File: src/rtl/lc8b10b_pkg.sv
package lc8b10b_pkg;
  localparam int OCTET_W = 8;
  localparam int CHAR_W  = 10;
  localparam int SUB6_W  = 6;
  localparam int SUB4_W  = 4;
  localparam logic [4:0] K28_LOW = 5'd28;
  localparam logic [OCTET_W-1:0] K28_5_OCTET = 8'hBC;
endpackage

File: src/rtl/lc_kfilter.sv
module lc_kfilter
  import lc8b10b_pkg::*;
(
  input  logic [OCTET_W-1:0] octet_i,
  input  logic               k_i,
  output logic [OCTET_W-1:0] octet_o,
  output logic               bad_o
);
  logic legal;

  always_comb begin
    legal = 1'b0;
    if (octet_i[4:0] == K28_LOW) begin
      case (octet_i[7:5])
        3'd0, 3'd3, 3'd4, 3'd5, 3'd7: legal = 1'b1;
        default:                      legal = 1'b0;
      endcase
    end
    bad_o   = k_i && !legal;
    octet_o = bad_o ? K28_5_OCTET : octet_i;
  end
endmodule

File: src/rtl/lc_sub6_enc.sv
module lc_sub6_enc
  import lc8b10b_pkg::*;
(
  input  logic [4:0]        x_i,
  input  logic              k_i,
  input  logic              rd_i,
  output logic [SUB6_W-1:0] code_o,
  output logic              rd_o
);
  logic [SUB6_W-1:0] base;
  logic              unbal;
  logic              compl;

  // base holds the form used from negative disparity, bits abcdei
  always_comb begin
    unique case (x_i)
      5'd0:  base = 6'b100111;
      5'd1:  base = 6'b011101;
      5'd2:  base = 6'b101101;
      5'd3:  base = 6'b110001;
      5'd4:  base = 6'b110101;
      5'd5:  base = 6'b101001;
      5'd6:  base = 6'b011001;
      5'd7:  base = 6'b111000;
      5'd8:  base = 6'b111001;
      5'd9:  base = 6'b100101;
      5'd10: base = 6'b010101;
      5'd11: base = 6'b110100;
      5'd12: base = 6'b001101;
      5'd13: base = 6'b101100;
      5'd14: base = 6'b011100;
      5'd15: base = 6'b010111;
      5'd16: base = 6'b011011;
      5'd17: base = 6'b100011;
      5'd18: base = 6'b010011;
      5'd19: base = 6'b110010;
      5'd20: base = 6'b001011;
      5'd21: base = 6'b101010;
      5'd22: base = 6'b011010;
      5'd23: base = 6'b111010;
      5'd24: base = 6'b110011;
      5'd25: base = 6'b100110;
      5'd26: base = 6'b010110;
      5'd27: base = 6'b110110;
      5'd28: base = 6'b001110;
      5'd29: base = 6'b101110;
      5'd30: base = 6'b011110;
      default: base = 6'b101011;
    endcase
    if (k_i) base = 6'b001111;
    unbal  = ($countones(base) != 3);
    compl  = unbal || ((x_i == 5'd7) && !k_i);
    code_o = (rd_i && compl) ? ~base : base;
    rd_o   = unbal ? ~rd_i : rd_i;
  end
endmodule

File: src/rtl/lc_sub4_enc.sv
module lc_sub4_enc
  import lc8b10b_pkg::*;
(
  input  logic [2:0]        y_i,
  input  logic [4:0]        x_i,
  input  logic              k_i,
  input  logic              rd_i,
  output logic [SUB4_W-1:0] code_o,
  output logic              rd_o
);
  logic [SUB4_W-1:0] base;
  logic [SUB4_W-1:0] pos_form;
  logic              alt7;
  logic              compl;

  always_comb begin
    alt7 = k_i
        || (!rd_i && (x_i == 5'd17 || x_i == 5'd18 || x_i == 5'd20))
        || ( rd_i && (x_i == 5'd11 || x_i == 5'd13 || x_i == 5'd14));
    unique case (y_i)
      3'd0:    base = 4'b1011;
      3'd1:    base = 4'b1001;
      3'd2:    base = 4'b0101;
      3'd3:    base = 4'b1100;
      3'd4:    base = 4'b1101;
      3'd5:    base = 4'b1010;
      3'd6:    base = 4'b0110;
      default: base = alt7 ? 4'b0111 : 4'b1110;
    endcase
    compl    = (y_i == 3'd0) || (y_i == 3'd3) || (y_i == 3'd4) || (y_i == 3'd7);
    pos_form = compl ? ~base : base;
    if (k_i)
      code_o = rd_i ? pos_form : ~pos_form;
    else
      code_o = rd_i ? pos_form : base;
    rd_o = ($countones(code_o) != 2) ? ~rd_i : rd_i;
  end
endmodule

File: src/rtl/lc_test_mux.sv
module lc_test_mux #(
  parameter int W     = 10,
  parameter int RAW_W = 8
) (
  input  logic [W-1:0]     enc_i,
  input  logic [RAW_W-1:0] raw_i,
  input  logic             bypass_i,
  input  logic             invert_i,
  input  logic             mirror_i,
  output logic [W-1:0]     char_o
);
  localparam int PAD = W - RAW_W;

  logic [W-1:0] sel;
  logic [W-1:0] inv;
  logic [W-1:0] rev;

  always_comb begin
    sel = bypass_i ? {{PAD{1'b0}}, raw_i} : enc_i;
    inv = invert_i ? ~sel : sel;
  end

  for (genvar g = 0; g < W; g++) begin : g_rev
    assign rev[g] = inv[W-1-g];
  end

  assign char_o = mirror_i ? rev : inv;
endmodule

File: src/rtl/line_code_8b10b.sv
module line_code_8b10b
  import lc8b10b_pkg::*;
(
  input  logic               clk,
  input  logic               rst,
  input  logic               cfg_bypass,
  input  logic               cfg_invert,
  input  logic               cfg_mirror,
  input  logic [OCTET_W-1:0] in_octet,
  input  logic               in_ctrl,
  input  logic               in_valid,
  output logic [CHAR_W-1:0]  out_char,
  output logic               out_valid,
  output logic               out_kerr
);
  logic [OCTET_W-1:0] oct_f;
  logic               bad;
  logic [SUB6_W-1:0]  c6;
  logic [SUB4_W-1:0]  c4;
  logic               rd_q;
  logic               rd_mid;
  logic               rd_next;
  logic [CHAR_W-1:0]  muxed;

  lc_kfilter u_kf (
    .octet_i(in_octet), .k_i(in_ctrl), .octet_o(oct_f), .bad_o(bad)
  );

  lc_sub6_enc u_s6 (
    .x_i(oct_f[4:0]), .k_i(in_ctrl), .rd_i(rd_q), .code_o(c6), .rd_o(rd_mid)
  );

  lc_sub4_enc u_s4 (
    .y_i(oct_f[7:5]), .x_i(oct_f[4:0]), .k_i(in_ctrl), .rd_i(rd_mid),
    .code_o(c4), .rd_o(rd_next)
  );

  lc_test_mux #(.W(CHAR_W), .RAW_W(OCTET_W)) u_mux (
    .enc_i({c6, c4}), .raw_i(in_octet), .bypass_i(cfg_bypass),
    .invert_i(cfg_invert), .mirror_i(cfg_mirror), .char_o(muxed)
  );

  always_ff @(posedge clk) begin
    if (rst) begin
      rd_q      <= 1'b0;
      out_char  <= '0;
      out_valid <= 1'b0;
      out_kerr  <= 1'b0;
    end else begin
      out_valid <= in_valid;
      out_kerr  <= in_valid && bad && !cfg_bypass;
      if (in_valid) begin
        out_char <= muxed;
        if (!cfg_bypass) rd_q <= rd_next;
      end
    end
  end

  // fixed one-cycle latency, idle cycles are silent
  p_valid_lat_r9: assert property (@(posedge clk) disable iff (rst)
    in_valid |=> out_valid);
  p_idle_r9: assert property (@(posedge clk) disable iff (rst)
    !in_valid |=> !out_valid);
  p_rd_idle_r9: assert property (@(posedge clk) disable iff (rst)
    !in_valid |=> $stable(rd_q));

  // the error flag only travels with a character
  p_kerr_valid_r5: assert property (@(posedge clk) disable iff (rst)
    out_kerr |-> out_valid);

  // balance and disparity bookkeeping
  p_balance_r3: assert property (@(posedge clk) disable iff (rst)
    (out_valid && !cfg_bypass) |->
      ($countones(out_char) >= 4 && $countones(out_char) <= 6));
  p_rd_flip_r3: assert property (@(posedge clk) disable iff (rst)
    (out_valid && !cfg_bypass) |->
      ((rd_q != $past(rd_q)) == ($countones(out_char) != 5)));

  // bypass leaves disparity alone and pads the top bits with zero
  p_rd_bypass_r6: assert property (@(posedge clk) disable iff (rst)
    (in_valid && cfg_bypass) |=> $stable(rd_q));
  p_bypass_pad_r6: assert property (@(posedge clk) disable iff (rst)
    (out_valid && cfg_bypass && !cfg_invert && !cfg_mirror) |->
      (out_char[9:8] == 2'b00));
endmodule

File: config.mk
export PLATFORM = sky130hd
export DESIGN_NAME = line_code_8b10b
export DESIGN_NICKNAME = d
export VERILOG_FILES = /design/src/rtl/lc8b10b_pkg.sv /design/src/rtl/lc_kfilter.sv /design/src/rtl/lc_sub6_enc.sv /design/src/rtl/lc_sub4_enc.sv /design/src/rtl/lc_test_mux.sv /design/src/rtl/line_code_8b10b.sv
export SDC_FILE = /design/constraint.sdc
export NUM_CORES = 1
export LEC_CHECK = 0
export BUFFER_PORTS_ARGS = -buffer_cell sky130_fd_sc_hd__buf_2
export CORE_MARGIN = 10
export CORE_UTILIZATION = 50
export CTS_CLUSTER_SIZE = 12
export DETAILED_ROUTE_END_ITERATION = 12
export PLACE_DENSITY = 0.68
export SETUP_SLACK_MARGIN = 0.2
export SLEW_MARGIN = 0
export SYNTH_ARGS = -nofsm -noshare
export SYNTH_HDL_FRONTEND = slang
export SYNTH_SLANG_ARGS = --single-unit
File: constraint.sdc
create_clock -name clk -period 7.5 [get_ports clk]
set_input_delay 1.875 -clock clk [delete_from_list [all_inputs] [get_ports clk]]
set_output_delay 1.875 -clock clk [all_outputs]
set_load 0.01 [all_outputs]
==> impl_metrics.csv <==
group,metric,value,unit
run_status,status,"completed",
timing,final-hold-violation-count,0,
worst_hold_path,hold_path_class,"register to register",
setup_path,crit_chain,"buf_2 > nor2b_2 > inv_1 > ha_1 > nor2b_2 > nor2_1 > mux4_2 > nand2_1 > ha_1 > fa_1 > ha_1 > and4bb_4 > xnor2_2 > a2111oi_0 > o21bai_1 > ha_1 > ha_1 > fa_1 > nand2_1 > xor2_1 > nor3b_1 > xnor2_1 > nor2_1",
floorplanning,fp.dieH,84.6,um
synth,synth_top_area_share,12.5,%
setup_path,cp_data_arrival_time,7.13,ns
clocking,clock-sinks,13,
synth,yosysUniqueCellTypes,67,
timing,finalClockSkew,0.00588,ns
floorplanning,start_util,51.8,%
routing,dr.pass1.iters,4,
routing,drtIter0Drc,245,
setup_path,path_buf_inv,2,
pwr,ir_worst_vdd,0.0000725,V
global_routing,grt_pass1_wl,8550,um
clocking,clockBufferDepth,2,
synth,syn_area,2090,um^2
setup_path,cp_max_fo,6,
routing,routed_wl,5200,um
clocking,htreeDepth,1,
global_routing,track_usage,13.8,%
floorplanning,die_area,7150,um^2
setup_path,start_kind,"primary input",
setup_path,cpMostUsedCell,"ha_1",
layout,drive_gt1_share,20.3,%
placement,gp_congestion,0.854,
timing,worst_slew_pin_slew,0.714,ns
layout,fin_util,56.2,%
clocking,hold_buffers,0,
timing,post-route-min-period,6.99,ns
global_routing,grt_util_met2,22.5,%
synth,ys_top_cells_by_area,"dfxtp_1 (12%), ha_1 (8.4%), mux2i_1 (4.3%)",
timing,rsz0062_at_grt,"false",
synth,syn_area_per_cell,7.90,um^2
synth,ys_seq_area_share,12.5,%
layout,syn_to_final_growth,8.64,%
timing,finalMaxSlewViolations,0,
clocking,numCtsBuffers,3,
synth,synth_fp_nets,296,
timing,setup_tns,0,ns
routing,viasPerCell,6.11,
global_routing,grt.busiest_layer,"met2",
pwr,power.internal,254,uW
global_routing,antenna_found_initial,0,
layout,fin_area,2270,um^2
global_routing,grt_max_degree,24,
synth,synth_edf_count,0,
routing,ant_nets,0,
setup_path,critPathCaptureType,"register",
synth,yosysMostFrequentCell,"nand2_1",
placement,dp_hpwl,4000,um
synth,synthCells,264,
floorplanning,fp.coreArea,4030,um^2
timing,max-slew-margin-rel,52.2,%
synth,synthFlopType,"dfxtp_1",
timing,finalSetupViolCount,0,
setup_path,crit_family,"adder cells",
placement,port_buffers,26,
timing,max_freq,0.143,GHz
routing,route.detailed.drc,0,
global_routing,use_met1,18.4,%
pwr,p_clk_share,14.2,%
floorplanning,num_rows,23,
setup_path,slowest_stage,"mux4_2",
layout,nets,309,
floorplanning,chipWidth,84.6,um
setup_path,max_stage_delay,0.49,ns
global_routing,grt_pass1_vias,1762,
global_routing,overflow,0,
flow_run,cap_violations,0,
global_routing,grtUsageMet3,2.03,%
pwr,p_switching,195,uW
setup_path,worst-endpoint-required,7.64,ns
layout,fillers,400,
pwr,switching_share,43.4,%
synth,yosysTopAreaCell,"dfxtp_1",
synth,synthArstFlopShare,0,%
layout,n_antenna_cell,0,
synth,synth-seq-cells,13,
synth,yosysWarningCount,0,
clocking,cts_tree,"done",
floorplanning,io_pins,27,
synth,ys_top_cells_by_count,"nand2_1 (24), a21oi_1 (16), ha_1 (14)",
pwr,pwr-share-seq,19.4,%
pwr,combPwrFrac,66.5,%
routing,wire_per_inst,15.9,um
timing,period_share,93.2,%
routing,routed-via-count,1991,
setup_path,crit_type,"primary input to register",
clocking,cts_root_buffer,"clkbuf_8",
pwr,p_per_area,198,nW/um^2
pwr,p_leak,0.946,nW
placement,placed_area,2190,um^2
clocking,clk_latency,0.25,ns
clocking,clkTransAtPathRegs,0.06,ns
## layout make-up
type	instances	area, um^2	share of cell area (%)
Multi-Input combinational cell	217	1700	74.9
Sequential cell	13	260	11.5
Timing Repair Buffer	29	153	6.74
Tap cell	50	62.6	2.76
Inverter	13	48.8	2.15
Clock buffer	4	45.0	1.99
## cell usage in the layout, fill, tap and decap left out, drive strengths merged, types with 2 or more instances in the layout
cell type and n:
and2 4, ha 14, o22ai 2, nor3b 3, or3b 2, nand3 4
or2 4, fa 3, nand2 24, a211oi 7, o32a 2, a32o 2
xor2 9, inv 13, nand2b 4, a31oi 6, nor4 2, nand4 3
dfxtp 13, o21bai 2, nand3b 2, and3 5, o21ai 14, a21o 2
clkbuf 4, nor3 7, mux2i 10, mux2 2, buf 29, a21oi 16
o211ai 3, nor2 11, a221oi 4, xnor2 7, nor2b 12, a32oi 3
a211o 3
## worst min-delay path: stages (launching register included)
cell and delay [ns]:
dfxtp_1 0.32, nand2_1 0.04, o21ai_0 0.05
## stage by stage
stage	hold slack, ns	power, mW	cells	worst slack, ns
3_5_place_dp	0.440	0.371	320	0.0767
3_3_place_gp	0.434	0.364	320	0.128
5_1_grt	0.489	0.495	326	0.222
4_1_cts	0.454	0.435	324	0.275
6_report	0.448	0.449	326	0.507
2_1_floorplan	0.484	0.319	264	0.425
## per-layer routing
layer / wire [um] / share of wire [%]
met5: 0 / 0
met4: 54 / 1.0
met3: 202 / 3.9
met2: 2480 / 48
met1: 2460 / 47
## final timing paths
| path | to | cells after the start | startpoint | slack, ns |
|---|---|---|---|---|
| setup reg to reg | rd_q$_SDFFE_PP0P_ | 12 | rd_q$_SDFFE_PP0P_ | 4.31 |
| hold reg to reg | out_char[8]$_SDFFE_PP0P_ | 2 | out_char[8]$_SDFFE_PP0P_ | 0.45 |
| setup / recovery | rd_q$_SDFFE_PP0P_ | 23 | in_octet[1] | 0.51 |
| hold / removal | out_char[8]$_SDFFE_PP0P_ | 2 | out_char[8]$_SDFFE_PP0P_ | 0.45 |
## power by group through the flow
| stage | registers (mW) | clock network, mW | logic [mW] |
|---|---|---|---|
| detailed placement | 0.0891 | 0 | 0.282 |
| CTS | 0.0875 | 0.0646 | 0.283 |
| global placement | 0.0888 | 0 | 0.275 |
| floorplan | 0.0916 | 0 | 0.227 |
| global route | 0.0883 | 0.0675 | 0.339 |
| finish | 0.0870 | 0.0637 | 0.299 |
## state kept, by name, summed over array words and instances, names as in the netlist
name	flops
out_char	10
out_kerr	1
out_valid	1
rd_q	1
## cell families after synthesis
logic type	after synthesis	share of synthesized area, %
mux	13	7.14
flops	13	12.5
simple gates	90	23.5
xor+xnor	16	8.52
buf+inv	34	7.08
fa+ha+maj	17	11.3
compound gates	81	30.0
## what timing repair did
| item | in CTS | in global routing |
|---|---|---|
| endpoints found under the setup margin | 0 | 1 |
| hold endpoints to repair | 0 | 0 |
| setup buffers | 0 | 2 |
| resized for setup | 0 | 5 |
Note: power is estimated with default switching activity, not from simulation.
